===== config.mk =====
export PLATFORM = sky130hd
export DESIGN_NAME = csr_consistency_monitor
export DESIGN_NICKNAME = d
export VERILOG_FILES = /design/src/rtl/csr_mon_pkg.sv /design/src/rtl/csr_mon_shadow.sv /design/src/rtl/csr_mon_judge.sv /design/src/rtl/csr_mon_report.sv /design/src/rtl/csr_consistency_monitor.sv
export SDC_FILE = /design/constraint.sdc
export NUM_CORES = 1
export LEC_CHECK = 0
export BUFFER_PORTS_ARGS = -buffer_cell sky130_fd_sc_hd__buf_2
export CORE_MARGIN = 2
export CORE_UTILIZATION = 40
export CTS_BUF_LIST = sky130_fd_sc_hd__clkbuf_8
export DETAILED_ROUTE_END_ITERATION = 10
export GPL_TIMING_DRIVEN = 0
export PLACE_DENSITY = 0.67
export RECOVER_POWER = 50
export SLEW_MARGIN = 20
export SYNTH_ARGS = -nofsm -noshare
export SYNTH_HDL_FRONTEND = slang
export SYNTH_SLANG_ARGS = --single-unit

===== constraint.sdc =====
create_clock -name clk -period 1.5 [get_ports clk]
set_input_delay 0.3 -clock clk [delete_from_list [all_inputs] [get_ports clk]]
set_output_delay 0.3 -clock clk [all_outputs]
set_load 0.005 [all_outputs]

===== src/rtl/csr_mon_pkg.sv =====
package csr_mon_pkg;
  typedef enum logic [2:0] {
    MON_READBACK = 3'd0,
    MON_NONDEC   = 3'd1,
    MON_UPCOUNT  = 3'd2,
    MON_CONST    = 3'd3,
    MON_ZERO     = 3'd4
  } mon_mode_e;
endpackage


===== src/rtl/csr_mon_shadow.sv =====
module csr_mon_shadow #(
  parameter int W = 32
) (
  input  logic         clk,
  input  logic         rst_n,
  input  logic         load,
  input  logic [W-1:0] load_val,
  output logic         shv,
  output logic [W-1:0] sh
);
  always_ff @(posedge clk) begin
    if (!rst_n) begin
      shv <= 1'b0;
      sh  <= '0;
    end else if (load) begin
      shv <= 1'b1;
      sh  <= load_val;
    end
  end
endmodule


===== src/rtl/csr_mon_judge.sv =====
module csr_mon_judge
  import csr_mon_pkg::*;
#(
  parameter int           W         = 32,
  parameter mon_mode_e    MODE      = MON_READBACK,
  parameter logic [W-1:0] MASK      = '1,
  parameter logic [W-1:0] REF_VAL   = '0,
  parameter bit           REF_SHDW  = 1'b0
) (
  input  logic         rd_valid,
  input  logic [W-1:0] rd_data,
  input  logic         wr_valid,
  input  logic [W-1:0] wr_data,
  input  logic         shv,
  input  logic [W-1:0] sh,
  output logic         viol,
  output logic         cov,
  output logic         illw,
  output logic         load,
  output logic [W-1:0] load_val
);
  logic unused_sink;
  assign unused_sink = ^{rd_valid, rd_data, wr_valid, wr_data, shv, sh};

  generate
    if (MODE == MON_READBACK) begin : g_readback
      always_comb begin
        viol     = rd_valid && shv && (((rd_data ^ sh) & MASK) != '0);
        cov      = rd_valid && shv && (rd_data > sh);
        illw     = 1'b0;
        load     = rd_valid || wr_valid;
        load_val = wr_valid ? wr_data : rd_data;
      end
    end else if (MODE == MON_NONDEC) begin : g_nondec
      logic rd_ok, wr_ok;
      always_comb begin
        rd_ok    = rd_valid && !rd_data[W-1];
        wr_ok    = wr_valid && !wr_data[W-1];
        viol     = rd_ok && shv && (rd_data < sh);
        cov      = rd_ok && shv && (rd_data > sh);
        illw     = 1'b0;
        load     = rd_ok || wr_ok;
        load_val = wr_ok ? wr_data : rd_data;
      end
    end else if (MODE == MON_UPCOUNT) begin : g_upcount
      always_comb begin
        viol     = rd_valid && shv && (rd_data <= sh);
        cov      = rd_valid && shv && (rd_data > sh);
        illw     = wr_valid;
        load     = rd_valid;
        load_val = rd_data;
      end
    end else if (REF_SHDW) begin : g_const_shadow
      always_comb begin
        viol     = rd_valid && shv && (((rd_data ^ sh) & MASK) != '0);
        cov      = rd_valid && shv && (rd_data > sh);
        illw     = 1'b0;
        load     = rd_valid && !shv;
        load_val = rd_data;
      end
    end else begin : g_const_fixed
      always_comb begin
        viol     = rd_valid && (((rd_data ^ REF_VAL) & MASK) != '0);
        cov      = 1'b0;
        illw     = 1'b0;
        load     = 1'b0;
        load_val = '0;
      end
    end
  endgenerate
endmodule


===== src/rtl/csr_mon_report.sv =====
module csr_mon_report (
  input  logic clk,
  input  logic rst_n,
  input  logic viol,
  input  logic cov,
  input  logic illw,
  output logic err_pulse,
  output logic err_sticky,
  output logic illegal_write,
  output logic incr_cover
);
  always_ff @(posedge clk) begin
    if (!rst_n) begin
      err_pulse     <= 1'b0;
      err_sticky    <= 1'b0;
      illegal_write <= 1'b0;
      incr_cover    <= 1'b0;
    end else begin
      err_pulse     <= viol;
      err_sticky    <= err_sticky | viol;
      illegal_write <= illegal_write | illw;
      incr_cover    <= cov;
    end
  end


  sticky_hold_chk: assert property (@(posedge clk) disable iff (!rst_n)
    err_sticky |=> err_sticky);

  pulse_sets_sticky_chk: assert property (@(posedge clk) disable iff (!rst_n)
    err_pulse |-> err_sticky);

  illw_hold_chk: assert property (@(posedge clk) disable iff (!rst_n)
    illegal_write |=> illegal_write);
endmodule


===== src/rtl/csr_consistency_monitor.sv =====
module csr_consistency_monitor
  import csr_mon_pkg::*;
#(
  parameter int           W                 = 32,
  parameter mon_mode_e    MODE              = MON_READBACK,
  parameter logic [W-1:0] MASK              = '1,
  parameter logic [W-1:0] CONST_VAL         = '0,
  parameter bit           CONST_FROM_SHADOW = 1'b0
) (
  input  logic         clk,
  input  logic         rst_n,
  input  logic         rd_valid,
  input  logic [W-1:0] rd_data,
  input  logic         wr_valid,
  input  logic [W-1:0] wr_data,
  output logic         err_pulse,
  output logic         err_sticky,
  output logic         illegal_write,
  output logic         incr_cover
);
  localparam logic [W-1:0] REF_VAL  = (MODE == MON_ZERO) ? '0 : CONST_VAL;
  localparam bit           REF_SHDW = (MODE == MON_CONST) && CONST_FROM_SHADOW;
  localparam bit           ORDERED  = (MODE == MON_NONDEC) || (MODE == MON_UPCOUNT);
  localparam bit           SHADOWED = (MODE == MON_READBACK) || ORDERED || REF_SHDW;

  logic         shv;
  logic [W-1:0] sh;
  logic         viol, cov, illw, load;
  logic [W-1:0] load_val;

  csr_mon_shadow #(.W(W)) u_shadow (
    .clk(clk), .rst_n(rst_n), .load(load), .load_val(load_val),
    .shv(shv), .sh(sh)
  );

  csr_mon_judge #(
    .W(W), .MODE(MODE), .MASK(MASK), .REF_VAL(REF_VAL), .REF_SHDW(REF_SHDW)
  ) u_judge (
    .rd_valid(rd_valid), .rd_data(rd_data),
    .wr_valid(wr_valid), .wr_data(wr_data),
    .shv(shv), .sh(sh),
    .viol(viol), .cov(cov), .illw(illw), .load(load), .load_val(load_val)
  );

  csr_mon_report u_report (
    .clk(clk), .rst_n(rst_n), .viol(viol), .cov(cov), .illw(illw),
    .err_pulse(err_pulse), .err_sticky(err_sticky),
    .illegal_write(illegal_write), .incr_cover(incr_cover)
  );

  generate
    if (SHADOWED) begin : g_first_obs

      first_obs_quiet_chk: assert property (@(posedge clk) disable iff (!rst_n)
        ((rd_valid || wr_valid) && !shv) |=> !err_pulse);
    end
    if (MODE == MON_UPCOUNT) begin : g_upc

      upc_write_flag_chk: assert property (@(posedge clk) disable iff (!rst_n)
        wr_valid |=> illegal_write);
    end else begin : g_no_upc

      no_illw_chk: assert property (@(posedge clk) disable iff (!rst_n)
        !illegal_write);
    end
    if (ORDERED) begin : g_ordered

      cover_vs_error_chk: assert property (@(posedge clk) disable iff (!rst_n)
        !(incr_cover && err_pulse));
    end
  endgenerate
endmodule


======== After elaboration in Yosys (flattened, before gate mapping) ========
Cells that the tools add are included.
cells by class
  multiplexer cells ....................... 1
  order comparisons ....................... 1
  reduce and logical (&&, ||, !) cells .... 5
  bitwise gates (word level) .............. 2
operators with widths
  kind                            count
  32-bit greater-than comparator  1
  32-bit 2-to-1 mux               1
  32-bit nonzero test             1
  32-bit XOR                      1
  1-bit logical AND               3
  1-bit logical OR                1
  1-bit OR                        1
word-level totals
  register bits after elaboration ......... 36
  bits of input ports ..................... 68
  logic and storage cells ................. 14
  output and inout bits ................... 4

======== Logic depth before layout (Yosys ltp) ========
Gate-level depths: netlist of run 1.
  depth in word-level cells ............... 4
  mapped depth ............................ 7
  gate-level depth less buffers ........... 7

======== By module ========
Synthesis of run 1 repeated with hierarchy kept, for this count alone.
unflattened totals
  cell total of the unflattened synthesis .. 267
  area, all modules ....................... 2,607.5 um2
by module, submodules not included
  module          cells an instance  instances  seq. area each (um2)  area an instance (um2)
  csr_mon_shadow  105                1          660.6                 1,271.2
  csr_mon_judge   154                1          0.0                   1,228.7
  csr_mon_report  8                  1          80.1                  107.6

======== Least setup slack after synthesis of run 1 ========
No wires, ideal clock.
  kind .................................... flip-flop to flip-flop
  start point ............................. register u_shadow.sh[30]
  end point ............................... register u_report.err_sticky
  path slack .............................. -0.141 ns
  data arrival time ....................... 1.527 ns
  stages on the path, launching flop included .. 8
  path through ............................ dfxtp_1 -> inv_1 -> ha_1 -> nand4_2 -> nor4_2 -> nor3b_2 -> a31oi_1 -> a21o_1
between the ends
  cells in the longest elaborated chain, start to end .. 4
RTL lines
  what                    RTL line              text
  from (decl)             csr_mon_shadow.sv:9   output logic [W-1:0] sh
  from (signal assigned)  csr_mon_shadow.sv:17  sh <= load_val;
  32-bit XOR              csr_mon_judge.sv:28   viol = rd_valid && shv && (((rd_data ^ sh) & MASK) != '0);
  32-bit nonzero test     csr_mon_judge.sv:28
  1-bit logical AND       csr_mon_judge.sv:28
  1-bit OR                csr_mon_report.sv:20  err_sticky <= err_sticky | viol;
  to (signal assigned)    csr_mon_report.sv:20
  to (decl)               csr_mon_report.sv:8   output logic err_sticky,
No other way between the ends.
A chain may end at the register's enable or synchronous reset.

======== Worst setup path after layout of run 1 ========
  start point ............................. register u_shadow.sh[25]
  end point ............................... register u_report.incr_cover
between the ends
  cells in the longest elaborated chain, start to end .. 2
RTL lines
  what                            RTL line              text
  32-bit greater-than comparator  csr_mon_judge.sv:29   cov = rd_valid && shv && (rd_data > sh);
  1-bit logical AND               csr_mon_judge.sv:29
  to (signal assigned)            csr_mon_report.sv:22  incr_cover <= cov;
  to (decl)                       csr_mon_report.sv:10  output logic incr_cover
No other way between the ends.

==> summary.txt, run 1 <==
GRT
  – M3 GR Usage: 4.130%
  – Initial antenna violation count: 0
  – Grt peak-use layer: met2
  – Largest net degree at the start of global routing: 11
  – Routing usage on met1: 21.16%
  – GR Util met2: 32.11%
  – Grt ovf: 0
  – Number of global-route vias before repair: 2162
  – First-pass GRT wire length: 9.266 mm
  – Gr usage total: 17.99%

Floorplan
  – Row count: 28
  – Die area: 6744 µm²
  – Die Ht: 82.12 µm
  – # IOs: 72
  – Initial core utilization: 41.23%
  – Core area: 5921 µm²
  – Die W: 82.12 µm

Timing
  – Final hold violations: 0
  – Fin crit period: 1.811 ns
  – Final WS setup: -0.3112 ns
  – Setup skew after layout: 0.004852 ns
  – RSZ-0062 raised after global routing: true
  – Final Cycle Share: 120.7%
  – Fmax: 552.1 MHz
  – Final setup viols: 3
  – Slew Limit Fails: 0

Power and ir drop
  – Power Density: 763.1 nW/µm²
  – Maximum VDD drop: 0.0003494 V
  – Tot Pwr: 0.002319 W
  – LEAKAGE: 1.468 nW

Finish
  – Layout cells sized above 1: 24.33%
  – Inserted Diodes: 0
  – Non-Filler Instances: 449
  – Filler cells: 597
  – Final Core Density: 51.33%
  – Synth-to-Final Area Change: 24.50%
  – Nets: 473

Yosys
  – FF+latch count, synth: 36
  – Syn nets: 396
  – Most frequent cell after synthesis: nand2_1
  – Synth top cells by count: 40 x nand2_1, 36 x dfxtp_1, 35 x o21ai_0
  – Register area share after synthesis: 29.52%
  – Synthesized area per cell: 8.247 µm²
  – Gate Count Post-Synth: 296
  – Post-synth ARST share: 0%
  – Cell variety after synth: 30
  – Post-synth EDFFs: 0
  – Synth top area cells: dfxtp_1 30%, ha_1 16%, mux2i_1 13%
  – Synth area leader: dfxtp_1
  – Main flop type after synthesis: dfxtp_1
  – Yosys top cell area share: 29.52%
  – Synthesized area: 2441 µm²
  – Synth warn: 0

Setup path
  – Crit path required time: 1.66 ns
  – CP Class: flop to flop
  – CP Max Fanout: 3
  – Startpoint Class: flop
  – Crit. End Element: flop
  – Arr. time, crit path: 1.97 ns

Detailed routing
  – Vias per inst: 4.911
  – Wire length per cell: 12.85 µm
  – DRT iter0 DRCs: 52
  – DRC violations left: 0
  – Final wirelength: 5.768 mm
  – Routed via count: 2205
  – Pre-antenna DRT Iters: 5
  – Routed Antenna Nets: 0

Placed design
  – Pre-CTS WS: -0.3686 ns
  – GP Congestion: 0.7864
  – Buffers on Ports: 68
  – DP Cell Count: 439
  – DPL Wire Length: 4.401 mm

Status
  – Status: finished with violations
  – Failing checks: negative setup slack

Clocking
  – TritonCTS clock tree: yes
  – CTS Hold Buffers Added: 0
  – Root cell of the clock tree: clkbuf_8
  – Num Clock Sinks: 36
  – CTS Buffer Depth: 2
  – Reg clk slew, reported paths: 0.07 ns
  – Num CTS Buffers: 5
  – H-tree levels: 2
  – Latest clock arrival within the worst-skew pair: 0.29 ns

Flow run
  – # Max-Cap Violations: 0

Worst hold path
  – Worst Hold Class: input pin to flop
critical path: stages, from the launching register on:
cell and delay, ns:
dfxtp_2 0.33, inv_1 0.06, ha_4 0.26, nand4_1 0.17, nor4_4 0.32, nor3b_4 0.26, a31oi_2 0.14, a21boi_1 0.14
repair_timing:
action / 4_1_cts / 5_1_grt
setup endpoints to repair: 3 / 3
pin swaps: 3 / 3
buffers inserted: 1 / 1
gates resized for setup: 3 / 4
report_power, final:
part / internal, W / switching (W) / total (W)
combinational: 0.000271 / 0.000291 / 0.000562
sequential: 0.00102 / 0.0000316 / 0.00105
clock: 0.000361 / 0.000345 / 0.000706
total: 0.00165 / 0.000667 / 0.00232
area by class of cell:
type / count / area [µm²] / area share (%)
clock inverters: 2 / 7.507 / 0.2470
plain buffers: 15 / 65.06 / 2.141
repair buffers: 70 / 351.6 / 11.57
multi-input cells: 213 / 1594 / 52.45
clock buffers: 6 / 82.58 / 2.717
inverters: 32 / 120.1 / 3.952
flip-flops and latches: 36 / 724.4 / 23.84
well taps: 75 / 93.84 / 3.088
through the flow:
stage                     TNS [ns]  area (µm²)  hold WS (ns)
after floorplan            -0.1765        2456        0.4145
after global placement     -0.9233        2890        0.4660
after detailed placement   -0.9620        2890        0.4718
after CTS                  -0.7506        3014        0.3084
after global routing        -1.205        3039        0.3292
final                      -0.7834        3039        0.3171
path summary, 6_finish.rpt:
check,slack [ns],depth (start not counted),startpoint,end
worst min-delay path,0.32,4,wr_data[9],u_shadow.sh[9]
worst min register to register,0.49,1,u_shadow.shv,u_shadow.shv
worst max-delay path,-0.31,7,u_shadow.sh[25],u_report.incr_cover
worst max register to register,-0.31,7,u_shadow.sh[25],u_report.incr_cover
flip-flops by register name, indices dropped and copies added (netlist names):
register and flops:
u_shadow.shv 1, u_report.incr_cover 1, u_report.err_pulse 1, u_report.err_sticky 1, u_shadow.sh 32
placed cells by master (no fill, tap or decap), types with 5 or more instances in the layout:
master / n
buf_2: 69
dfxtp_1: 33
clkbuf_1: 13
nand2_1: 40
and2_1: 19
o21ai_0: 35
a21oi_1: 13
and2_0: 13
nand3_1: 5
mux2i_1: 32
clkbuf_8: 6
ha_1: 29
inv_1: 32
cell families after synthesis:
group | Yosys count | share of synthesized area [%]
flops | 36 | 29.52
fa+ha+maj | 32 | 16.40
other cells | 1 | 0.1536
simple gates | 88 | 19.48
buf+inv | 47 | 7.586
compound gates | 60 | 13.74
mux | 32 | 13.12
routing by layer:
layer / vias up / share of wire (%)
li1: 1152 / -
met1: 983 / 45
met2: 65 / 48
met3: 5 / 6.8
met4: 0 / 1.0
met5: - / 0
(Power assumes the default switching activity.)
==> inputs of run 2 (changes only) <==
--- a/config.mk
+++ b/config.mk
@@ -11,9 +11,9 @@
 export CTS_BUF_LIST = sky130_fd_sc_hd__clkbuf_8
 export DETAILED_ROUTE_END_ITERATION = 10
 export GPL_TIMING_DRIVEN = 0
-export PLACE_DENSITY = 0.67
 export RECOVER_POWER = 50
 export SLEW_MARGIN = 20
 export SYNTH_ARGS = -nofsm -noshare
 export SYNTH_HDL_FRONTEND = slang
+export SYNTH_HIERARCHICAL = 1
 export SYNTH_SLANG_ARGS = --single-unit
==> constraint.sdc (replaced) <==
create_clock -name clk -period 2.1 [get_ports clk]
set_input_delay 0.42 -clock clk [delete_from_list [all_inputs] [get_ports clk]]
set_output_delay 0.42 -clock clk [all_outputs]
set_load 0.005 [all_outputs]
==> run 2 against run 1 <==
Compared with the run above:
- the run now ends clean
- non-clock buffer count decreased by 3
- sequential share of layout area down 0.47 points
- fmax fell by 5.2%
- final area increased by 4.3%
- synthesized cell count is 9.8% lower
- combinational power is 22% lower
- critical path type unchanged
==> summary.txt, run 2 <==
Setup path
  – Crit Reg-Reg Startpoint: u_shadow/sh[25]
  – Startpoint Class: flop
  – CP max-delay cell: dfxtp_1
  – R2R depth: 8 (+1)
  – Crit. End Element: flop
  – Arr. time, crit path: 2.11 ns (+0.14 ns)
  – Flop2flop setup slack: 0.19 ns (+0.50 ns)
  – Crit path required time: 2.30 ns (+0.64 ns)
  – Max stage delay on crit path: 0.34 ns (about the same)
  – Critical path cell sequence: inv_1, ha_1, nand4_1, nor4_2, nor3b_4, a21oi_1, a21boi_1, and2_1
  – CP Class: flop to flop
  – CP Max Fanout: 3 (unchanged)
  – RR Endpoint: u_report/incr_cover
  – CP delay by family, top: simple AND/OR/NAND/NOR gates
  – CP Buf/Inv Count: 1 (unchanged)

Flow run
  – # Max-Cap Violations: 0 (unchanged)

Finish
  – Nets: 444 (-6.1%)
  – Area taken by multi-input logic gates: 1638 µm² (+2.7%)
  – Filler cells: 646 (+8.2%)
  – Sequential Area: 740.7 µm² (+2.2%)
  – Synth-to-Final Area Change: 21.55%
  – Inserted Diodes: 0 (unchanged)
  – Number of flip-flops under the largest register name: 32 (unchanged)
  – Largest Register: u_shadow/sh
  – Layout cells sized above 1: 34.49% (+10 points)
  – Commonest non-fill, non-tap cell in the layout: buf_2
  – Non-Filler Instances: 422 (-6.0%)
  – Commonest cells after routing, fill and taps aside: 69 x buf_2, 37 x dfxtp_1, 33 x nor2b_1
  – Fin area: 3169 µm² (+4.3%)

Timing
  – Worst-margin pin slew: 0.5003 ns
  – Final setup viols: 0 (-3)
  – Fin crit period: 1.911 ns (+0.09946 ns)
  – Max_slew headroom: 66.65%
  – Final hold violations: 0 (unchanged)
  – Setup skew after layout: 0.005149 ns (+0.0002972 ns)
  – Slew Limit Fails: 0 (unchanged)
  – Setup TNS: 0 ns (+0.7834 ns)
  – Fmax: 523.4 MHz (-5.2%)
  – RSZ-0062 raised after global routing: false
  – Final Cycle Share: 90.98% (-30 points)

Yosys
  – Gate Count Post-Synth: 267 (-9.8%)
  – Post-synth EDFFs: 0 (unchanged)
  – Synth top area cells: dfxtp_1 28%, ha_1 15%, mux2_2 13%
  – Post-synth ARST share: 0% (unchanged)
  – Synthesized area: 2608 µm² (+6.8%)
  – Register area share after synthesis: 28.41% (-1.1 points)
  – Synth top cells by count: 37 x dfxtp_1, 33 x nor2b_1, 32 x ha_1, 32 x inv_1, 32 x mux2i_1
  – Synthesized area per cell: 9.766 µm² (+18%)
  – Synth area leader: dfxtp_1
  – Most frequent cell after synthesis: dfxtp_1
  – FF+latch count, synth: 37 (+2.8%)
  – Cell variety after synth: 32 (+6.7%)
  – Yosys top cell area share: 28.41% (-1.1 points)
  – Syn nets: 367 (-7.3%)
  – Main flop type after synthesis: dfxtp_1
  – Synth warn: 6 (+6)

Detailed routing
  – Routed Antenna Nets: 0 (unchanged)
  – DRC violations left: 0 (unchanged)
  – Vias per inst: 4.806 (-2.1%)
  – DRT iter0 DRCs: 59 (+13%)
  – Final wirelength: 5.143 mm (-11%)
  – Wire length per cell: 12.19 µm (-5.1%)
  – Pre-antenna DRT Iters: 4 (-1)
  – Routed via count: 2028 (-8.0%)

Worst hold path
  – Hold path cells: 2 (-2)
  – Worst Hold Class: input pin to flop
  – HP Start: rst_n
  – Hold worst-path end: u_report/err_sticky

Floorplan
  – Die Ht: 84.74 µm (+3.2%)
  – # IOs: 72 (unchanged)
  – Die W: 84.74 µm (+3.2%)
  – Die area: 7181 µm² (+6.5%)
  – Core area: 6314 µm² (+6.6%)
  – Initial core utilization: 41.30% (+0.070 points)
  – Row count: 29 (+3.6%)

Clocking
  – Num Clock Sinks: 37 (+2.8%)
  – Reg clk slew, reported paths: 0.08 ns (about the same)
  – Latest clock arrival within the worst-skew pair: 0.29 ns (about the same)
  – Cts repair resizes: 0 (-3)
  – TritonCTS clock tree: yes
  – Root cell of the clock tree: clkbuf_8
  – CTS Hold Buffers Added: 0 (unchanged)
  – Postcts setup bufs: 0 (-1)
  – Num CTS Buffers: 5 (unchanged)
  – H-tree levels: 2 (unchanged)
  – CTS Buffer Depth: 2 (unchanged)

Status
  – Status: finished clean

Power and ir drop
  – Maximum VDD drop: 0.0002897 V (-17%)
  – Power Density: 591.7 nW/µm² (-22%)
  – LEAKAGE: 1.571 nW (+7.0%)

Placed design
  – DPL Wire Length: 4.143 mm (-5.9%)
  – Cell Area, Placed: 3054 µm² (+5.7%)
  – DP Cell Count: 414 (-5.7%)
  – GP Congestion: 0.7602 (-3.3%)
  – Buffers on Ports: 70 (+2.9%)

GRT
  – Grt ovf: 0 (unchanged)
  – Initial antenna violation count: 0 (unchanged)
  – Gr usage total: 15.46% (-2.5 points)
  – Largest net degree at the start of global routing: 13 (+2)
  – First-pass GRT wire length: 9.073 mm (-2.1%)
  – Number of global-route vias before repair: 2049 (-5.2%)
[run 2: changes by cell type after synthesis, sizes merged, moves of 3 or more]
cell / before / now
nand2: 40 / 8
mux2: 0 / 31
and2: 32 / 2
o21ai: 35 / 3
buf: 5 / 8
clkbuf: 10 / 4
o21a: 0 / 3
nor2b: 1 / 33
[run 2: logic make-up (layout without fill, tap and decap cells)]
logic type / after synthesis / count (layout) / share of synthesized area (%)
other: 1 / 1 / 0.1438
buffers and inverters: 44 / 122 / 8.781
flip-flops: 37 / 37 / 28.41
AO/OA/AOI/OAI: 30 / 30 / 7.294
AND/OR/NAND/NOR: 60 / 60 / 14.35
adder cells (fa/ha/maj): 32 / 32 / 15.35
multiplexers: 63 / 63 / 25.67
[run 2: area by class of cell]
class                           count  area share [%]
Timing Repair Buffer               70           10.94
Buffer                             12           3.395
Clock inverter                      2           1.184
Sequential cell                    37           23.37
Clock buffer                        6           2.606
Inverter                           32           3.790
Tap cell                           77           3.040
Multi-Input combinational cell    186           51.68
[run 2: report_power, final]
group	internal, W	switching (W)
clock	0.000386	0.000271
combinational	0.000238	0.000203
sequential	0.000754	0.0000237
[run 2: how the worst max path moves through the flow]
stage,end,slack (ns),start,cells after the start
after floorplan,u_report/incr_cover,0.33,rd_data[14],7
after global placement,u_report/incr_cover,-0.01,rd_data[27],8
after detailed placement,u_report/incr_cover,0.007,rd_data[30],8
after CTS,u_report/incr_cover,0.17,u_shadow/sh[25],8
after global routing,u_report/incr_cover,0.05,u_shadow/sh[27],8
final,u_report/incr_cover,0.19,u_shadow/sh[25],8
[run 2: per-layer routing]
metal / vias to the layer above / GRT usage, % / wire length [µm]
met5: - / 0 / 0
met3: 6 / 4.425 / 359
met2: 57 / 24.70 / 2294
li1: 1069 / - / -
met4: 0 / 4.762 / 43
met1: 896 / 20.22 / 2445
[run 2: through the flow]
step           total power [W]  hold WS (ns)  utilization [%]  setup slack, ns
2_1_floorplan         0.001100        0.4280                -           0.3260
3_3_place_gp          0.001231        0.4322            48.38         -0.01442
3_5_place_dp          0.001241        0.4406            48.38         0.006953
4_1_cts               0.001906        0.4231            50.28           0.1729
5_1_grt               0.002000        0.4329            50.20          0.05223
6_report              0.001875        0.4270            50.20           0.1893
==> inputs of run 3 (changes only) <==
--- a/config.mk
+++ b/config.mk
@@ -7,10 +7,11 @@
 export LEC_CHECK = 0
 export BUFFER_PORTS_ARGS = -buffer_cell sky130_fd_sc_hd__buf_2
 export CORE_MARGIN = 2
-export CORE_UTILIZATION = 40
+export CORE_UTILIZATION = 59
 export CTS_BUF_LIST = sky130_fd_sc_hd__clkbuf_8
 export DETAILED_ROUTE_END_ITERATION = 10
 export GPL_TIMING_DRIVEN = 0
+export PLACE_DENSITY = 0.89
 export RECOVER_POWER = 50
 export SLEW_MARGIN = 20
 export SYNTH_ARGS = -nofsm -noshare
==> run 3 against run 2 <==
Compared with the run above:
- clock-buffer cell count did not move
- clock power is 24% lower
- core utilization up 22 points
- critical path type unchanged
- critical endpoint unchanged
- largest power group unchanged
==> summary.txt, run 3 (synthesized netlist as in run 2, its figures left out) <==
Status
  – Status: finished clean

GRT
  – Largest net degree at the start of global routing: 11 (-2)
  – Gr usage total: 23.67% (+8.2 points)
  – Initial antenna violation count: 0 (unchanged)
  – Number of global-route vias before repair: 2214 (+8.1%)
  – First-pass GRT wire length: 9.404 mm (+3.6%)
  – Grt ovf: 0 (unchanged)

Floorplan
  – Die W: 70.48 µm (-17%)
  – Initial core utilization: 60.72% (+19 points)
  – Die area: 4967 µm² (-31%)
  – # IOs: 72 (unchanged)
  – Core area: 4294 µm² (-32%)
  – Die Ht: 70.48 µm (-17%)
  – Row count: 24 (-17%)

Power and ir drop
  – Maximum VDD drop: 0.0004157 V (+43%)
  – Power Density: 557.8 nW/µm² (-5.7%)
  – LEAKAGE: 1.568 nW (-0.19%)

Setup path
  – Setup crit start: u_shadow/sh[27]
  – CP Buf/Inv Count: 1 (unchanged)
  – Flop2flop setup slack: 0.16 ns (-0.03 ns)
  – Crit path required time: 2.29 ns (about the same)
  – CP Class: flop to flop
  – CP max-delay cell: dfxtp_1
  – RR Endpoint: u_report/incr_cover
  – Startpoint Class: flop
  – R2R depth: 8 (unchanged)
  – Critical path cell sequence: inv_1, ha_1, nand4_1, nor4_2, nor3b_4, a21oi_1, a21boi_1, and2_1
  – Max stage delay on crit path: 0.34 ns (about the same)
  – Arr. time, crit path: 2.13 ns (+0.02 ns)
  – Crit. End Element: flop
  – CP Max Fanout: 3 (unchanged)
  – CP delay by family, top: simple AND/OR/NAND/NOR gates
  – Crit Reg-Reg Startpoint: u_shadow/sh[27]

Finish
  – Filler cells: 327 (-49%)
  – Layout cells sized above 1: 34.59% (+0.10 points)
  – Sequential Area: 740.7 µm² (unchanged)
  – Final Core Density: 72.20% (+22 points)
  – Area taken by multi-input logic gates: 1638 µm² (unchanged)
  – Fin area: 3100 µm² (-2.2%)
  – Commonest non-fill, non-tap cell in the layout: buf_2
  – Largest Register: u_shadow/sh
  – Commonest cells after routing, fill and taps aside: 71 x buf_2, 37 x dfxtp_1, 33 x inv_1, 33 x nor2b_1
  – Synth-to-Final Area Change: 18.91%
  – Non-Filler Instances: 396 (-6.2%)
  – Inserted Diodes: 0 (unchanged)
  – Number of flip-flops under the largest register name: 32 (unchanged)
  – Nets: 444 (unchanged)

Timing
  – Slew Limit Fails: 0 (unchanged)
  – RSZ-0062 raised after global routing: false
  – Setup skew after layout: 0.005066 ns (-0.00008377 ns)
  – Final Cycle Share: 92.32% (+1.3 points)
  – Final setup viols: 0 (unchanged)
  – Fin crit period: 1.939 ns (+0.02806 ns)
  – Final hold violations: 0 (unchanged)
  – Fmax: 515.8 MHz (-1.4%)

Flow run
  – # Max-Cap Violations: 0 (unchanged)

Detailed routing
  – Routed Antenna Nets: 0 (unchanged)
  – Wire length per cell: 13.37 µm (+9.7%)
  – Final wirelength: 5.293 mm (+2.9%)
  – Vias per inst: 5.258 (+9.4%)
  – Pre-antenna DRT Iters: 4 (unchanged)
  – Routed via count: 2082 (+2.7%)
  – DRC violations left: 0 (unchanged)
  – DRT iter0 DRCs: 90 (+53%)

Clocking
  – Root cell of the clock tree: clkbuf_8
  – Cts repair resizes: 0 (unchanged)
  – Latest clock arrival within the worst-skew pair: 0.29 ns (about the same)
  – Reg clk slew, reported paths: 0.07 ns (about the same)
  – Num Clock Sinks: 37 (unchanged)
  – CTS Buffer Depth: 2 (unchanged)
  – Num CTS Buffers: 5 (unchanged)
  – TritonCTS clock tree: yes
  – Postcts setup bufs: 0 (unchanged)
  – CTS Hold Buffers Added: 0 (unchanged)
  – H-tree levels: 2 (unchanged)

Worst hold path
  – Hold path cells: 2 (unchanged)
  – Hold worst-path end: u_report/illegal_write
  – Worst Hold Class: input pin to flop
  – HP Start: rst_n

Placed design
  – DP Cell Count: 389 (-6.0%)
  – Buffers on Ports: 70 (unchanged)
  – DPL Wire Length: 4.326 mm (+4.4%)
  – GP Congestion: 0.8228 (+8.2%)
  – Cell Area, Placed: 3023 µm² (-1.0%)
-- run 3: metal layers --
| metal | up-vias | wire length (µm) | global-route usage, % |
|---|---|---|---|
| li1 | 1068 | - | - |
| met1 | 955 | 2209 | 27.23 |
| met2 | 55 | 2750 | 42.56 |
| met3 | 4 | 281 | 6.061 |
| met4 | 0 | 52 | 7.265 |
| met5 | - | 0 | 0 |
-- run 3: power breakdown --
| group | internal, W | switching [W] |
|---|---|---|
| clock network | 0.000255 | 0.000245 |
| registers | 0.000754 | 0.0000250 |
| logic | 0.000240 | 0.000210 |
| total | 0.00125 | 0.000480 |
-- run 3: area by class of cell --
cell class / instances / area share (%)
multi-input combinational: 186 / 52.82
sequential: 37 / 23.89
timing repair buffer: 70 / 11.26
inverter: 32 / 3.874
buffer: 12 / 3.269
clock buffer: 6 / 2.663
tap: 52 / 2.098
clock inverter: 1 / 0.1211
-- run 3: how the worst max path moves through the flow --
stage,end,slack (ns),depth (start not counted)
after global routing,u_report/incr_cover,0.02,8
after floorplan,u_report/incr_cover,0.33,7
after CTS,u_report/incr_cover,0.16,8
after detailed placement,u_report/incr_cover,-0.02,8
after global placement,u_report/incr_cover,0.06,8
final,u_report/incr_cover,0.16,8
-- run 3: metrics by stage --
stage	worst slack, ns	hold slack [ns]	setup TNS [ns]	total power (W)
after floorplan	0.3260	0.4280	0	0.001100
after global placement	0.05747	0.4308	0	0.001222
after detailed placement	-0.01697	0.4418	-0.01697	0.001247
after CTS	0.1579	0.4450	0	0.001750
after global routing	0.02444	0.4391	0	0.001852
final	0.1613	0.4428	0	0.001729
